## src/rtl/dma_ptr_pkg.sv

```systemverilog
package dma_ptr_pkg;

   localparam int SEL_W = 3;

   typedef enum logic [SEL_W-1:0] {
      SEL_ADDR_LO    = 3'd0,
      SEL_ADDR_HI    = 3'd1,
      SEL_COUNT      = 3'd2,
      SEL_PREV       = 3'd3,
      SEL_PREV_ALIAS = 3'd4
   } reg_sel_e;

endpackage

```

## src/rtl/dma_addr_ctr.sv

```systemverilog
module dma_addr_ctr #(
   parameter int HALF_W = 16,
   parameter int HALVES = 2
) (
   input  logic                       clk,
   input  logic                       rst_n,
   input  logic                       inc_i,
   input  logic [HALVES-1:0]          wr_en_i,
   input  logic [HALF_W-1:0]          wr_data_i,
   output logic [HALF_W*HALVES-1:0]   addr_o
);
   localparam int ADDR_W = HALF_W * HALVES;

   logic [HALF_W-1:0] half_q [HALVES];
   logic [ADDR_W-1:0] addr_next;
   logic              any_wr;

   initial begin
      assert (HALVES >= 1 && HALF_W >= 1)
         else $error("dma_addr_ctr: bad geometry");
   end

   assign any_wr    = |wr_en_i;
   assign addr_next = addr_o + 1'b1;

   // Each half has its own register with no reset. A write to any half
   // cancels the increment for the whole address.
   for (genvar h = 0; h < HALVES; h++) begin : g_half
      always_ff @(posedge clk) begin
         if (wr_en_i[h])
            half_q[h] <= wr_data_i;
         else if (inc_i && !any_wr)
            half_q[h] <= addr_next[h*HALF_W +: HALF_W];
      end
      assign addr_o[h*HALF_W +: HALF_W] = half_q[h];
   end

   assert_addr_step_R2: assert property (@(posedge clk) disable iff (!rst_n)
      (inc_i && !any_wr) |=> addr_o == $past(addr_o) + 1'b1);

   assert_wr_wins_lo_R4: assert property (@(posedge clk) disable iff (!rst_n)
      wr_en_i[0] |=> addr_o[HALF_W-1:0] == $past(wr_data_i));

endmodule

```

## src/rtl/dma_byte_ctr.sv

```systemverilog
module dma_byte_ctr #(
   parameter int CNT_W = 12
) (
   input  logic             clk,
   input  logic             rst_n,
   input  logic             inc_i,
   input  logic             wr_en_i,
   input  logic [CNT_W-1:0] wr_data_i,
   output logic [CNT_W-1:0] cnt_o,
   output logic             zero_o
);
   logic [CNT_W-1:0] cnt_q;

   assign zero_o = (cnt_q == '0);
   assign cnt_o  = cnt_q;

   // The count is the negative of the bytes left and it counts up to zero.
   // It stops at zero.
   always_ff @(posedge clk or negedge rst_n) begin
      if (!rst_n)
         cnt_q <= '0;
      else if (wr_en_i)
         cnt_q <= wr_data_i;
      else if (inc_i && !zero_o)
         cnt_q <= cnt_q + 1'b1;
   end

   assert_no_wrap_R7: assert property (@(posedge clk) disable iff (!rst_n)
      (inc_i && !wr_en_i && cnt_o == '0) |=> cnt_o == '0);

   assert_cnt_step_R6: assert property (@(posedge clk) disable iff (!rst_n)
      (inc_i && !wr_en_i && cnt_o != '0) |=> cnt_o == $past(cnt_o) + 1'b1);

   assert_cnt_wr_R4: assert property (@(posedge clk) disable iff (!rst_n)
      wr_en_i |=> cnt_o == $past(wr_data_i));

endmodule

```

## src/rtl/dma_prev_ptr.sv

```systemverilog
module dma_prev_ptr #(
   parameter int PTR_W = 16
) (
   input  logic             clk,
   input  logic             rst_n,
   input  logic             cap_i,
   input  logic [PTR_W-1:0] cap_addr_i,
   input  logic             wr_en_i,
   input  logic [PTR_W-1:0] wr_data_i,
   output logic [PTR_W-1:0] ptr_o
);
   logic [PTR_W-1:0] ptr_q;

   // The capture and the host write are gated by opposite halt states,
   // so they never arrive in the same cycle.
   always_ff @(posedge clk or negedge rst_n) begin
      if (!rst_n)
         ptr_q <= '0;
      else if (wr_en_i)
         ptr_q <= wr_data_i;
      else if (cap_i)
         ptr_q <= cap_addr_i;
   end

   assign ptr_o = ptr_q;

   assert_capture_R9: assert property (@(posedge clk) disable iff (!rst_n)
      cap_i |=> ptr_o == $past(cap_addr_i));

   assert_ptr_hold_R10: assert property (@(posedge clk) disable iff (!rst_n)
      (!cap_i && !wr_en_i) |=> $stable(ptr_o));

   assert_excl_R9: assert property (@(posedge clk) disable iff (!rst_n)
      !(cap_i && wr_en_i));

endmodule

```

## src/rtl/dma_ptr_regs.sv

```systemverilog
module dma_ptr_regs
   import dma_ptr_pkg::*;
#(
   parameter int REG_W  = 16,
   parameter int BUS_W  = 32,
   parameter int CNT_W  = 12,
   parameter int PTR_W  = 16,
   localparam int ADDR_W = 2 * REG_W
) (
   input  logic              clk,
   input  logic              rst_n,
   input  logic              stop_i,
   input  logic              susp_i,
   input  logic [SEL_W-1:0]  reg_sel_i,
   input  logic              reg_wr_i,
   input  logic [REG_W-1:0]  reg_wdata_i,
   output logic [BUS_W-1:0]  reg_rdata_o,
   input  logic              addr_inc_i,
   input  logic              cnt_inc_i,
   input  logic              desc_wb_i,
   input  logic [PTR_W-1:0]  desc_addr_i,
   output logic [ADDR_W-1:0] dma_addr_o,
   output logic [CNT_W-1:0]  byte_cnt_o,
   output logic              cnt_zero_o,
   output logic [PTR_W-1:0]  prev_desc_o
);
   localparam int PAD_W = REG_W - CNT_W;

   initial begin
      assert (CNT_W < REG_W) else $error("dma_ptr_regs: CNT_W must be below REG_W");
      assert (PTR_W <= REG_W) else $error("dma_ptr_regs: PTR_W exceeds REG_W");
      assert (BUS_W >= REG_W) else $error("dma_ptr_regs: BUS_W below REG_W");
   end

   reg_sel_e   sel;
   logic       halted;
   logic       host_wr;
   logic [1:0] addr_wr;
   logic       cnt_wr;
   logic       ptr_wr;
   logic       ptr_cap;

   assign sel     = reg_sel_e'(reg_sel_i);
   assign halted  = stop_i | susp_i;
   assign host_wr = reg_wr_i & halted;

   assign addr_wr[0] = host_wr && sel == SEL_ADDR_LO;
   assign addr_wr[1] = host_wr && sel == SEL_ADDR_HI;
   assign cnt_wr     = host_wr && sel == SEL_COUNT;
   assign ptr_wr     = host_wr && sel == SEL_PREV_ALIAS;
   assign ptr_cap    = desc_wb_i & ~halted;

   dma_addr_ctr #(.HALF_W(REG_W), .HALVES(2)) u_addr (
      .clk       (clk),
      .rst_n     (rst_n),
      .inc_i     (addr_inc_i),
      .wr_en_i   (addr_wr),
      .wr_data_i (reg_wdata_i),
      .addr_o    (dma_addr_o)
   );

   dma_byte_ctr #(.CNT_W(CNT_W)) u_cnt (
      .clk       (clk),
      .rst_n     (rst_n),
      .inc_i     (cnt_inc_i),
      .wr_en_i   (cnt_wr),
      .wr_data_i (reg_wdata_i[CNT_W-1:0]),
      .cnt_o     (byte_cnt_o),
      .zero_o    (cnt_zero_o)
   );

   dma_prev_ptr #(.PTR_W(PTR_W)) u_ptr (
      .clk        (clk),
      .rst_n      (rst_n),
      .cap_i      (ptr_cap),
      .cap_addr_i (desc_addr_i),
      .wr_en_i    (ptr_wr),
      .wr_data_i  (reg_wdata_i[PTR_W-1:0]),
      .ptr_o      (prev_desc_o)
   );

   // Read mux. The address and count read as zero while the controller runs.
   always_comb begin
      reg_rdata_o = '0;
      unique case (sel)
         SEL_ADDR_LO: if (halted) reg_rdata_o = BUS_W'(dma_addr_o[REG_W-1:0]);
         SEL_ADDR_HI: if (halted) reg_rdata_o = BUS_W'(dma_addr_o[ADDR_W-1:REG_W]);
         SEL_COUNT:   if (halted) reg_rdata_o = BUS_W'({{PAD_W{1'b1}}, byte_cnt_o});
         SEL_PREV:    reg_rdata_o = BUS_W'(prev_desc_o);
         default:     reg_rdata_o = '0;
      endcase
   end

   assert_host_block_R3: assert property (@(posedge clk) disable iff (!rst_n)
      (!halted && !addr_inc_i) |=> $stable(dma_addr_o));

   assert_zero_flag_R7: assert property (@(posedge clk) disable iff (!rst_n)
      (cnt_inc_i && !cnt_wr && byte_cnt_o == '1) |=> cnt_zero_o);

   assert_rd_gate_R1: assert property (@(posedge clk) disable iff (!rst_n)
      (!halted && sel == SEL_ADDR_HI) |-> reg_rdata_o == '0);

endmodule

```

## config.mk

```make
export PLATFORM = sky130hd
export DESIGN_NAME = dma_ptr_regs
export DESIGN_NICKNAME = d
export VERILOG_FILES = /design/src/rtl/dma_ptr_pkg.sv /design/src/rtl/dma_addr_ctr.sv /design/src/rtl/dma_byte_ctr.sv /design/src/rtl/dma_prev_ptr.sv /design/src/rtl/dma_ptr_regs.sv
export SDC_FILE = /design/constraint.sdc
export NUM_CORES = 1
export LEC_CHECK = 0
export BUFFER_PORTS_ARGS = -buffer_cell sky130_fd_sc_hd__clkbuf_2
export CORE_ASPECT_RATIO = 0.7
export CORE_UTILIZATION = 50
export DETAILED_ROUTE_END_ITERATION = 7
export HOLD_SLACK_MARGIN = 0.12
export PLACE_DENSITY = 0.81
export REMOVE_ABC_BUFFERS = 1
export SYNTH_ARGS = -nofsm -noshare
export SYNTH_HDL_FRONTEND = slang
export SYNTH_SLANG_ARGS = --single-unit
export TNS_END_PERCENT = 10
```

## constraint.sdc

```tcl
create_clock -name clk -period 2.55 [get_ports clk]
set_clock_uncertainty 0.1 [all_clocks]
set_input_delay 0.51 -clock clk [delete_from_list [all_inputs] [get_ports clk]]
set_output_delay 0.51 -clock clk [all_outputs]
set_load 0.005 [all_outputs]
```

==> impl.org, run 1 <==
** Floorplanning
- The initial utilization of the core area, before any placement, comes to 51.5%.
- Die height :: 74.5 microns
- The die is 106 microns wide.
- Pin placement for this block handled 136 I/O pins.
- Total Die Area :: 0.00787 sq mm
- After floorplanning, the core was divided into 26 placement rows.
- The floorplan step defined a core boundary enclosing 0.00729 sq mm.

** Routing
- Once detail routing completed, the nets flagged for antenna violations numbered 0.
- Drt initial violations :: 428
- The routed design has 11,500 microns of wire.
- Post-detailed-route wirelength per cell :: 18.1 microns
- Via/cell ratio :: 5.92
- Number of search-and-repair iterations in the first detailed-routing pass :: 7
- The detailed router placed 3,770 vias in this run.
- In the routed design, unresolved DRC markers number 1.

** Pwr
- Worst VDD drop :: 0.391 mV
- For this design the total switching power over the nets is 0.00109 W.
- In this run, the clock network consumes 27.8% of the power.
- In this run switching power makes up 33.8% of total power.
- In this run the power density over the cells is 686 mW/mm^2.
- Sequential cell fraction of total power :: 47.2%
- Cell leakage power :: 2.07 nW
- Total internal power :: 0.00213 W
- Combinational group share of total power :: 25.0%

** Cells and area
- Nets :: 580
- Excluding fillers, the count of instances in the completed layout stands at 637.
- In the final layout, the share of cells above drive strength 1 is 30.8%.
- Fin area :: 0.00469 sq mm
- Antenna Cells :: 0
- Fill cell total of the finished layout :: 623
- Signed area change from the synthesized netlist to the final layout :: 25.0%
- Post-route core utilization :: 64.4%

** CTS
- Worst-case clock buffer depth :: 2
- Gates resized during post-CTS repair numbered 0.
- The number of hold buffers added after CTS was 1.
- Clk Tree Root Cell :: clkbuf_8
- Clk_lat worst skew :: 340 ps
- Counting the buffers created by CTS gives 9.
- TritonCTS built the clock tree.
- The clock tree synthesis step divided the H-tree into 3 levels.
- Clock slew at the register clock pins of the worst setup and hold paths :: 70 ps
- CTS saw 60 sinks.
- Once the clock tree was built, the setup fixing pass inserted 0 buffers.

** STA
- Measured against its own limit, the worst slew margin works out to 19.6%.
- Final hold slack :: 287 ps
- Endpoints failing hold :: 0
- The final-report max-slew violation count was 0.
- Worst slew pin tran :: 1200 ps
- Based on the critical path, the design can be clocked at up to 433 MHz.
- Crit path time final :: 2310 ps
- Setup repair after global routing left no endpoint under its margin.
- The worst path uses 90.6% of the clock period.
- In the final timing run, aggregate negative setup slack is 0 ps.
- Setup Viol. Count Final :: 0

** Logic synthesis
- Part of the Yosys area used for sequential elements :: 44.3%
- After synthesis, the share of flip-flops with an asynchronous set or reset is 46.7%.
- Summed over all instances, the cell type with the most area after synthesis is edfxtp_1.
- Number of enable-type register cells in the synthesized netlist :: 32
- A synthesized cell averages 9.23 sq um.
- Sorting the synthesized cells by area gives the leading types as edfxtp_1 (26%), dfrtp_1 (19%), a22oi_1 (8.8%).
- The cell count after synthesis came out at 407.
- Warning count from the yosys run :: 0
- Portion of synthesized cell area occupied by the leading cell type :: 25.6%
- Cell area after technology mapping :: 0.00375 sq mm
- Prevailing post-synth register cell :: edfxtp_1
- The netlist uses 43 different library cells.
- The synthesized design contains 60 register bits.

** Setup path
- The endpoint identified for the worst register-to-register timing path is u_addr.half_q[1][5].
- Category of the most critical setup path :: reg2out
- Endpoint required time on the critical path :: 1940 ps
- Critical path peak fanout :: 6
- In this run the number of cells on the critical path is 5.
- Kind of launch point of the worst setup path :: flip-flop
- In this run the critical register-to-register path is launched from u_addr.half_q[0][6].
- Worst reg2reg path depth :: 6
- Largest stage delay on the critical path :: 470 ps
- For this design, the slowest cell found on the critical path is dfrtp_1.
- Together, buffers and inverters on the worst path number 2.
- Worst endpoint data arrival time :: 1700 ps
- STA classifies the critical path endpoint as an output pin.
- Worst reg-to-reg setup slack :: 380 ps
- Crit path cell chain :: inv_1 -> ha_1 -> nor4b_1 -> and3_1 -> clkbuf_2
- Among cell families on the critical path, the largest total delay comes from simple AND/OR/NAND/NOR gates.

** Min path
- The startpoint identified for the worst hold timing path is desc_addr_i[14].
- Hold Path Class :: in2reg
- Worst hold path depth :: 3
- The path with the worst hold slack has its endpoint at u_ptr.ptr_o[14].

** Global route
- The first global-routing pass estimated 18,100 microns of wire.
- Entering global routing, the biggest net connects 43 pins.
- Number of global-route vias before repair :: 3,534
- The total overflow left after global routing is 0.
- Across every metal layer, demand over resource in global routing totals 30.6%.
- Antenna violations before repair :: 0

** Placed design
- In this run the cell area measured after placement is 0.00447 sq mm.
- Routability-driven placement finished with a final weighted congestion of 0.854.
- Buffers placed on the I/O ports in this run total 119.
- Dpl cells :: 620
- Half-perimeter wire length after placement :: 8530 microns

** Status
- Outcome :: finished with violations
- The checks that failed: design-rule violations.

** Flow run
- Max_cap viols :: 0
routing by layer:
metal / vias up / share of wire, % / track usage, %
li1: 1711 / - / -
met1: 1789 / 42 / 41.0
met2: 249 / 46 / 49.6
met3: 21 / 11 / 7.54
met4: 0 / 1.4 / 10.3
met5: - / 0 / 0
layout make-up:
type / instances / area, sq um / share of cell area [%]
Sequential cell: 60 / 1660 / 35.4
Clock inverter: 2 / 11.3 / 0.240
Timing Repair Buffer: 137 / 746 / 15.9
Tap cell: 98 / 123 / 2.61
Inverter: 7 / 26.3 / 0.560
Clock buffer: 14 / 204 / 4.35
Multi-Input combinational cell: 319 / 1920 / 40.9
placed cells by master (no fill, tap or decap), types with 2 or more instances in the layout:
| cell type | synthesis | layout |
|---|---|---|
| a22oi_1 | 44 | 44 |
| edfxtp_1 | 32 | 32 |
| or3_1 | 2 | 2 |
| ha_1 | 3 | 3 |
| nor2_1 | 40 | 40 |
| and3_1 | 6 | 6 |
| and4_1 | 2 | 2 |
| a21oi_1 | 39 | 39 |
| nand2_1 | 53 | 53 |
| conb_1 | 1 | 16 |
| clkbuf_2 | 1 | 119 |
| o21ai_0 | 9 | 8 |
| inv_1 | 7 | 7 |
| xnor2_1 | 13 | 13 |
| dfrtp_1 | 28 | 28 |
| xor2_1 | 25 | 25 |
| clkbuf_8 | 0 | 13 |
| o21ai_1 | 14 | 15 |
| buf_4 | 16 | 16 |
| nand3_1 | 11 | 11 |
| a21oi_2 | 5 | 5 |
| nor4_4 | 2 | 2 |
| nor3_1 | 5 | 5 |
| nand4_1 | 13 | 13 |
worst min-delay path: cells and delay by family:
kind                   cells  cell delay, ps
buffers and inverters      1              70
AO/OA/AOI/OAI              1              50
AND/OR/NAND/NOR            1              50
cells by family after synthesis:
logic type | share of synthesized area (%)
xor gates and xnor gates | 8.86
AOI/OAI and AO/OA | 19.1
other | 0.0999
and+or+nand+nor | 20.0
buffers and inverters | 6.10
DFF | 44.3
muxes | 0.566
adders and majority gates | 1.00
metrics by stage:
stage / total power, W / setup slack (ps)
3_5_place_dp: 0.00233 / 274
6_report: 0.00322 / 240
3_3_place_gp: 0.00230 / 296
4_1_cts: 0.00322 / 256
5_1_grt: 0.00339 / 118
2_1_floorplan: 0.00188 / -48.0
state kept, by name, summed over array words and instances, names as in the netlist:
signal         flops
u_ptr.ptr_o       16
u_cnt.cnt_o       12
u_addr.half_q     32
worst max-delay path by stage:
| stage | startpoint | endpoint | slack (ps) |
|---|---|---|---|
| after CTS | u_cnt.cnt_o[0] | cnt_zero_o | 260 |
| after detailed placement | susp_i | u_ptr.ptr_o[1] | 270 |
| after global placement | susp_i | u_ptr.ptr_o[12] | 300 |
| after global routing | u_cnt.cnt_o[0] | cnt_zero_o | 120 |
| final | u_cnt.cnt_o[0] | cnt_zero_o | 240 |
| after floorplan | reg_sel_i[2] | u_addr.half_q[0][0] | -50 |
power groups by stage:
stage / Clock [W] / Combinational (W) / Sequential (W)
4_1_cts: 0.000906 / 0.000808 / 0.00151
3_5_place_dp: 0 / 0.000801 / 0.00153
3_3_place_gp: 0 / 0.000777 / 0.00152
5_1_grt: 0.000943 / 0.000904 / 0.00155
2_1_floorplan: 0 / 0.000411 / 0.00146
6_report: 0.000895 / 0.000806 / 0.00152
Yosys cell counts, types with 6 or more instances:
library cell  instances
a21oi_1              39
a22oi_1              44
and3_1                6
buf_4                16
clkbuf_1             13
dfrtp_1              28
edfxtp_1             32
inv_1                 7
nand2_1              53
nand3_1              11
nand4_1              13
nor2_1               40
o21ai_0               9
o21ai_1              14
xnor2_1              13
xor2_1               25
Note: power is estimated with default switching activity, not from simulation.
==> inputs of run 2 (changes only) <==
- ABC_AREA: not set -> 1
- CORE_UTILIZATION: 50 -> 53
- PLACE_DENSITY: 0.81 -> 0.82
==> run 2 against run 1 <==
  * The run now ends clean
  * Synthesized area increased by 22%
  * Cell count rose by 37%
  * Critical path depth grew 2
  * Synthesized cell count increased by 60%
  * Largest power group unchanged
==> impl.org, run 2 <==
** Routing
- The vias after detailed routing was 5,093 (+35%).
- Routed wire length :: 15,400 microns (+34%)
- Post-detailed-route wirelength per cell :: 17.6 microns (-2.6%)
- The vias per cell is 5.82 (-1.7%).
- The first-pass iteration count of the detailed router was 5 (-2).
- The violation count after the first detailed-route iteration was 585 (+37%).
- The residual DRC count is 0 (-1).
- Remaining antenna violation count after routing :: 0 (unchanged)

** STA
- The clock period minus worst slack was 2410 ps (+97.2 ps).
- Final hold slack :: 139 ps (-147 ps)
- The transition at the pin with the smallest max-transition slack is 751 ps (-450 ps).
- Endpoints failing hold :: 0 (unchanged)
- Post-route fraction of the period consumed by the critical path :: 94.4% (+3.8 points)
- Count of pins over their slew limit :: 0 (unchanged)
- Unrepaired setup endpoints after global routing :: false
- The maximum achievable frequency was 415 MHz (-4.0%).
- Setup Viol. Count Final :: 0 (unchanged)
- The summed negative setup slack over all endpoints was 0 ps (unchanged).
- Max-slew headroom :: 49.9% (+30 points)

** Setup path
- Among the stages of the critical path, the cell type that occurs most often is clkbuf_2.
- In this run the critical register-to-register path is launched from u_addr.half_q[0][1].
- Worst reg2reg path depth :: 8 (+2)
- Worst setup path startpoint :: stop_i
- Worst endpoint data arrival time :: 1800 ps (+100 ps)
- The signal on the critical path passes through clkbuf_2 -> nor2_4 -> inv_2 -> nand3_1 -> buf_4 -> o221ai_1 -> clkbuf_2.
- In this run the worst setup path terminates at reg_rdata_o[6].
- The endpoint identified for the worst register-to-register timing path is u_addr.half_q[1][2].
- On the critical path, the stage with the largest delay is an instance of inv_2.
- Kind of launch point of the worst setup path :: input port
- Critical path peak fanout :: 25 (+19)
- Worst Setup End Kind :: output pin
- The biggest cell delay along the critical path came to 320 ps (-150 ps).
- Worst reg-to-reg setup slack :: 500 ps (+120 ps)
- The critical path is of the in2out type.
- Endpoint required time on the critical path :: 1940 ps (about the same)

** Floorplanning
- The placeable core region was 0.00811 sq mm (+11%).
- Boundary Pins :: 136 (unchanged)
- Die height :: 79.8 microns (+7.0%)
- The initial standard-cell utilization of the core is 56.5% (+4.9 points).
- The area of the die is 0.00902 sq mm (+15%).
- The die outline width came to 113 microns (+7.1%).
- Number of standard-cell rows in the floorplan :: 27 (+3.8%)

** Placed design
- Final weighted congestion of routability-driven global placement :: 0.992 (+16%)
- The number of cells in the design after placement came to 859 (+39%).
- IO buf count :: 119 (unchanged)
- Half-perimeter wire length after placement :: 11,900 microns (+40%)

** Cells and area
- Post-route core utilization :: 67.7% (+3.3 points)
- Leaving out fill and tap cells, the most frequent cell in the layout is nand2_1.
- Fill cell total of the finished layout :: 715 (+15%)
- The register with the most flip-flops in the final layout is u_addr.half_q.
- The number of antenna diodes came to 0 (unchanged).
- The area used by multi-input combinational logic is 0.00246 sq mm (+28%).
- In the layout the commonest cells are nand2_1 (251), clkbuf_2 (119), nand3_1 (72).
- The register cell area after layout came to 0.00166 sq mm (unchanged).
- Relative to the synthesized area, the layout overhead comes to 19.8%.
- The flip-flop count of the largest register, all copies and words added came to 32 (unchanged).
- Nets :: 815 (+41%)
- Number of standard cells in the final layout excluding fillers :: 875 (+37%)
- The layout cell share with drive strength beyond 1 came to 23.8% (-7.0 points).

** CTS
- CTS-repair resized insts :: 0 (unchanged)
- The source-to-sink clock delay at the later pin of the worst-skew pair was 330 ps (about the same).
- The number of H-tree levels is 3 (unchanged).
- Clock slew at the register clock pins of the worst setup and hold paths :: 60 ps (about the same)
- The number of buffers added to fix hold violations after cts is 0 (-1).
- CTS Buf Count :: 9 (unchanged)
- The maximum number of buffers from clock root to sink was 2 (unchanged).
- # Post-CTS Setup Buffers :: 0 (unchanged)
- CTS tree :: done
- Clock tree synthesis selected as its root buffer the cell clkbuf_16.
- The clock net sink count was 60 (unchanged).

** Pwr
- The areal power density over the cells is 736 mW/mm^2 (+7.3%).
- The leakage dissipation is 2.70 nW (+31%).
- Power, Total :: 0.00404 W (+25%)
- The peak supply drop was 0.334 mV (-15%).

** Flow run
- Max_cap viols :: 0 (unchanged)

** Logic synthesis
- The post-synthesis cell count came to 651 (+60%).
- The post-synthesis sequential element count came to 60 (unchanged).
- The number of warning messages in the yosys log was 0 (unchanged).
- Part of the Yosys area used for sequential elements :: 36.3% (-7.9 points)
- The number of distinct standard cells referenced by the synthesized netlist was 38 (-12%).
- Cell area after technology mapping :: 0.00458 sq mm (+22%)
- The area fraction of the dominant cell type after synthesis was 21.0% (-4.6 points).
- Number of enable-type register cells in the synthesized netlist :: 32 (unchanged)
- Leading area contributor after synthesis :: edfxtp_1
- Among all flip-flop cells after synthesis, the most frequent one is edfxtp_1.
- Most frequent cells after synthesis :: nand2_1 (251), nand3_1 (72), nor2_1 (57)
- In the post-synthesis netlist, the biggest area contributors are edfxtp_1 (21%), nand2_1 (21%), dfrtp_1 (15%).
- Async set-or-reset flop fraction in the synthesized netlist :: 46.7% (unchanged)
- The synthesized area per cell is 7.03 sq um (-24%).
- Among all cell types in the netlist, the one instantiated most often is nand2_1.

** Global route
- The number of antenna violations at the first check in global routing was 0 (unchanged).
- Wire length of the first global-routing pass :: 24,200 microns (+34%)
- Number of global-route vias before repair :: 4,544 (+29%)
- GRT Resource Usage Total :: 35.7% (+5.1 points)
- The pin count of the biggest net entering global routing came to 31 (-28%).
- The remaining global-route overflow was 0 (unchanged).

** Status
- Outcome :: complete, no violations

** Min path
- The tightest min-delay check is of the in2async type.
[run 2: cell count changes in the layout (fill, tap and decap cells not counted), moves of 10 or more]
cell / previous run / this run
a21oi_1: 39 / 0
a22oi_1: 44 / 1
clkbuf_16: 1 / 11
clkbuf_8: 13 / 0
inv_1: 7 / 55
nand2_1: 53 / 251
nand3_1: 11 / 72
nand4_1: 13 / 3
nor2_1: 40 / 57
o211ai_1: 0 / 12
xnor2_1: 13 / 1
[run 2: worst max-delay path: cells and delay by family]
| kind | cells | cell delay (ps) |
|---|---|---|
| buffers and inverters | 4 | 830 |
| AO/OA/AOI/OAI | 1 | 260 |
| AND/OR/NAND/NOR | 2 | 190 |
[run 2: how the worst min path moves through the flow]
stage                          from  cells past startpoint  slack [ps]         endpoint
floorplan                     rst_n                      0         110   u_cnt.cnt_o[0]
global placement    u_ptr.ptr_o[11]                      2         460  u_ptr.ptr_o[11]
detailed placement  u_cnt.cnt_o[11]                      2         470  u_cnt.cnt_o[11]
CTS                           rst_n                      1         150   u_ptr.ptr_o[8]
global route                  rst_n                      1         180  u_ptr.ptr_o[10]
finish                        rst_n                      1         140   u_ptr.ptr_o[8]
[run 2: kinds of logic (layout without fill, tap and decap cells)]
group / after synthesis / after routing / synth area share (%)
AO/OA/AOI/OAI: 56 / 56 / 8.61
XOR/XNOR: 17 / 17 / 3.25
AND/OR/NAND/NOR: 414 / 414 / 39.7
adder cells (fa/ha/maj): 3 / 3 / 0.820
flip-flops: 60 / 60 / 36.3
other: 1 / 16 / 0.0819
buffers and inverters: 100 / 208 / 11.3
[run 2: layer usage]
layer  track usage [%]  up-vias  part of all wire (%)  wire length, microns
met2              54.2      404                    43                  6600
met3              7.74       30                    14                  2130
met4              9.47        0                   1.7                   265
met1              51.4     2324                    42                  6440
met5                 0        -                     0                     0
li1                  -     2335                     -                     -
[run 2: cell type report]
type | instances | area share [%]
sequential | 60 | 30.3
multi-input combinational | 506 | 44.8
clock inverter | 5 | 1.14
tap | 101 | 2.30
inverter | 66 | 4.65
timing repair buffer | 126 | 11.8
clock buffer | 11 | 5.02
[run 2: power breakdown]
group	switching, W	leakage, nW	internal (W)
sequential	0.000322	0.669	0.00123
combinational	0.000680	1.86	0.000448
clock	0.000475	0.167	0.000882
total	0.00148	2.70	0.00256
[run 2: metrics by stage]
step / cell area [sq um] / setup slack (ps)
after detailed placement: 5150 / 225
after CTS: 5490 / 205
after global placement: 5150 / 272
after floorplan: 4370 / 429
final: 5490 / 143
after global routing: 5490 / 50.1
==> inputs of run 3 (changes only) <==
- RECOVER_POWER: not set -> 50
==> run 3 against run 2 <==
  * The run now ends with max-capacitance violations, max-slew violations left
  * Flip-flop and latch count stayed put
  * Power is 0.43% lower
  * Clock-buffer cell count stayed put
  * Design area is 0.96% lower
  * Clock power hardly changed
  * Routed wire length is 0.53% higher
  * Non-clock buffer count stayed put
  * Global-route usage stayed put
  * Cell count stayed put
  * Die area stayed put
  * Register-to-register slack hardly changed
  * Critical path type unchanged
  * Largest cell class unchanged
==> impl.org, run 3 (same netlist as run 2, synthesis figures left out) <==
** Floorplanning
- Number of standard-cell rows in the floorplan :: 27 (unchanged)
- Starting density of the core :: 56.5% (unchanged)
- The die span in y came to 79.8 microns (unchanged).
- The die outline width was 113 microns (unchanged).
- The area of the die was 0.00902 sq mm (unchanged).
- The count of boundary I/O pins is 136 (unchanged).
- Total core area :: 0.00811 sq mm (unchanged)

** CTS
- The count of buffers added by post-CTS timing repair for setup was 0 (unchanged).
- The number of buffers inserted during clock tree synthesis was 9 (unchanged).
- The source-to-sink clock delay at the later pin of the worst-skew pair was 340 ps (about the same).
- Clock slew at the register clock pins of the worst setup and hold paths :: 60 ps (about the same)
- Worst-case clock buffer depth :: 2 (unchanged)
- TritonCTS built the clock tree.
- In this run the clock root is driven by a clkbuf_16.
- H-Tree Level Count :: 3 (unchanged)
- Number of clock sinks :: 60 (unchanged)
- The number of buffers added to fix hold violations after cts came to 0 (unchanged).
- CTS-repair resized insts :: 0 (unchanged)

** Routing
- Routed wire length :: 15,500 microns (+0.53%)
- Number of search-and-repair iterations in the first detailed-routing pass :: 7 (+2)
- Remaining antenna violation count after routing :: 0 (unchanged)
- Via/cell ratio :: 5.87 (+0.90%)
- Post-detailed-route wirelength per cell :: 17.7 microns (+0.53%)
- Drt initial violations :: 562 (-3.9%)
- Vias after detailed routing :: 5,139 (+0.90%)
- The residual DRC count came to 0 (unchanged).

** Cells and area
- Fill cell total of the finished layout :: 733 (+2.5%)
- Commonest cells after routing, fill and taps aside :: nand2_1 (252), clkbuf_2 (94), nand3_1 (73)
- Most common cell after layout, fill and taps aside :: nand2_1
- Antenna Cells :: 0 (unchanged)
- The count of nets after finishing came to 815 (unchanged).
- The area growth from synthesis to layout is 18.7%.
- The layout cell share with drive strength beyond 1 was 20.0% (-3.7 points).
- Register name with the most flops :: u_addr.half_q
- The flip-flop count of the largest register, all copies and words added was 32 (unchanged).

** Pwr
- The leakage dissipation was 2.61 nW (-3.2%).
- Total internal power :: 0.00254 W (-0.98%)
- The peak supply drop was 0.347 mV (+4.0%).
- The switching share of power was 36.9% (+0.35 points).
- Sequential cell fraction of total power :: 38.7% (+0.2 points)
- Combinational group share of total power :: 27.4% (-0.5 points)
- The net switching power of the design is 0.00148 W (+0.53%).
- The areal power density over the cells was 740 mW/mm^2 (+0.53%).
- The clock share of power came to 33.9% (+0.3 points).

** STA
- Setup TNS :: 0 ps (unchanged)
- The post-layout worst setup margin is 167 ps (+23.3 ps).
- Max frequency :: 420 MHz (+0.98%)
- Unrepaired setup endpoints after global routing :: false
- The clock period minus worst slack came to 2380 ps (-23.3 ps).
- The worst slew margin relative to its limit came to -5.17% (-55 points).
- The final-report max-slew violation count is 29 (+29).
- Setup Viol. Count Final :: 0 (unchanged)
- Endpoints failing hold :: 0 (unchanged)
- The transition at the pin with the smallest max-transition slack was 1580 ps (+826 ps).
- The share of the cycle needed by the critical path after routing is 93.5% (-0.91 points).

** Setup path
- Worst path slowest cell :: inv_2
- The data arrival at the endpoint of the critical path was 1770 ps (-30 ps).
- The biggest cell delay along the critical path is 240 ps (-80 ps).
- The path depth of the worst reg2reg path was 10 (+2).
- Crit path max-delay family :: buffers and inverters
- The number of buffers and inverters on the critical path was 3 (-1).
- The top fanout value on the critical path was 14 (-44%).
- The signal on the critical path passes through clkbuf_2 -> nor2_2 -> nand2_2 -> inv_2 -> nand2_1 -> o21ai_0 -> nand2_1 -> o221ai_1 -> clkbuf_2.
- The critical path is of the in2out type.
- STA classifies the critical path endpoint as an output pin.
- The data required time of the critical path came to 1940 ps (about the same).
- Kind of launch point of the worst setup path :: input port
- Total stage count of the critical path :: 9 (+2)

** Placed design
- Final weighted congestion of routability-driven global placement :: 0.992 (unchanged)
- Half-perimeter wire length after placement :: 11,900 microns (unchanged)
- IO buf count :: 119 (unchanged)
- Post-place setup slack :: 225 ps (unchanged)

** Flow run
- Max_cap viols :: 1 (+1)

** Global route
- The total routing usage reported by global routing was 35.7% (unchanged).
- Antenna violations before repair :: 0 (unchanged)
- Global-route congestion overflow total :: 0 (unchanged)
- The global-route wire length before repair was 24,200 microns (unchanged).
- The via count of the first global-routing pass is 4,544 (unchanged).
- Pin count of the biggest net entering global routing :: 31 (unchanged)

** Status
- The flow ran to the end, but the final reports show violations.
- The final reports fail on max-capacitance violations, max-slew violations.

** Min path
- The min-delay analysis places its worst path in the category in2reg.
- Worst hold path depth :: 3
[run 3: cell types whose count changed in the layout (fill, tap and decap cells not counted)]
cell	delta
nand3_1	+1
nor2_2	-1
nor2_1	+1
nand2_2	-1
clkbuf_1	+26
nand3_4	-1
buf_4	-1
nand2_1	+1
clkbuf_2	-25
[run 3: stage by stage]
step | instance area, sq um | util [%] | cells | power (W) | hold WS [ps]
floorplan | 4370 | - | 632 | 0.00211 | 114
global placement | 5150 | 63.5 | 859 | 0.00263 | 457
detailed placement | 5150 | 63.5 | 859 | 0.00266 | 471
CTS | 5490 | 67.7 | 875 | 0.00401 | 149
global route | 5430 | 67.0 | 875 | 0.00423 | 311
finish | 5430 | 67.0 | 875 | 0.00402 | 298
[run 3: power by group through the flow]
stage,combinational [W],clock (W),sequential [W]
6_report,0.00110,0.00136,0.00156
2_1_floorplan,0.000635,0,0.00147
4_1_cts,0.00111,0.00136,0.00153
5_1_grt,0.00125,0.00140,0.00158
3_5_place_dp,0.00110,0,0.00155
3_3_place_gp,0.00108,0,0.00155
[run 3: layout make-up]
type                            instances  area, sq um  share of cell area, %
Inverter                               66          255                   4.70
Tap cell                              101          126                   2.33
Multi-Input combinational cell        506         2440                   44.9
Sequential cell                        60         1660                   30.6
Timing Repair Buffer                  126          613                   11.3
Clock inverter                          5         62.6                   1.15
Clock buffer                           11          275                   5.07
[run 3: worst paths after layout]
check,start,slack [ps],end
worst min register to register,u_cnt.cnt_o[11],480,u_cnt.cnt_o[11]
worst max register to register,u_addr.half_q[0][1],500,u_addr.half_q[1][10]
worst max-delay path,reg_sel_i[0],170,reg_rdata_o[5]
min in group asynchronous,rst_n,460,u_ptr.ptr_o[8]
max in group asynchronous,rst_n,960,u_ptr.ptr_o[15]
worst min-delay path,desc_addr_i[6],300,u_ptr.ptr_o[6]
[run 3: tightest hold or removal path, stage by stage]
cell and delay (ps):
clkbuf_2 80, nand2_1 40, o221ai_1 60
[run 3: routing by layer]
layer	up-vias	global-route usage [%]	wire length [microns]	part of all wire [%]
met5	-	0	0	0
met4	0	9.47	342	2.2
li1	2341	-	-	-
met2	379	54.2	6590	42
met3	44	7.74	1940	12
met1	2375	51.4	6660	43
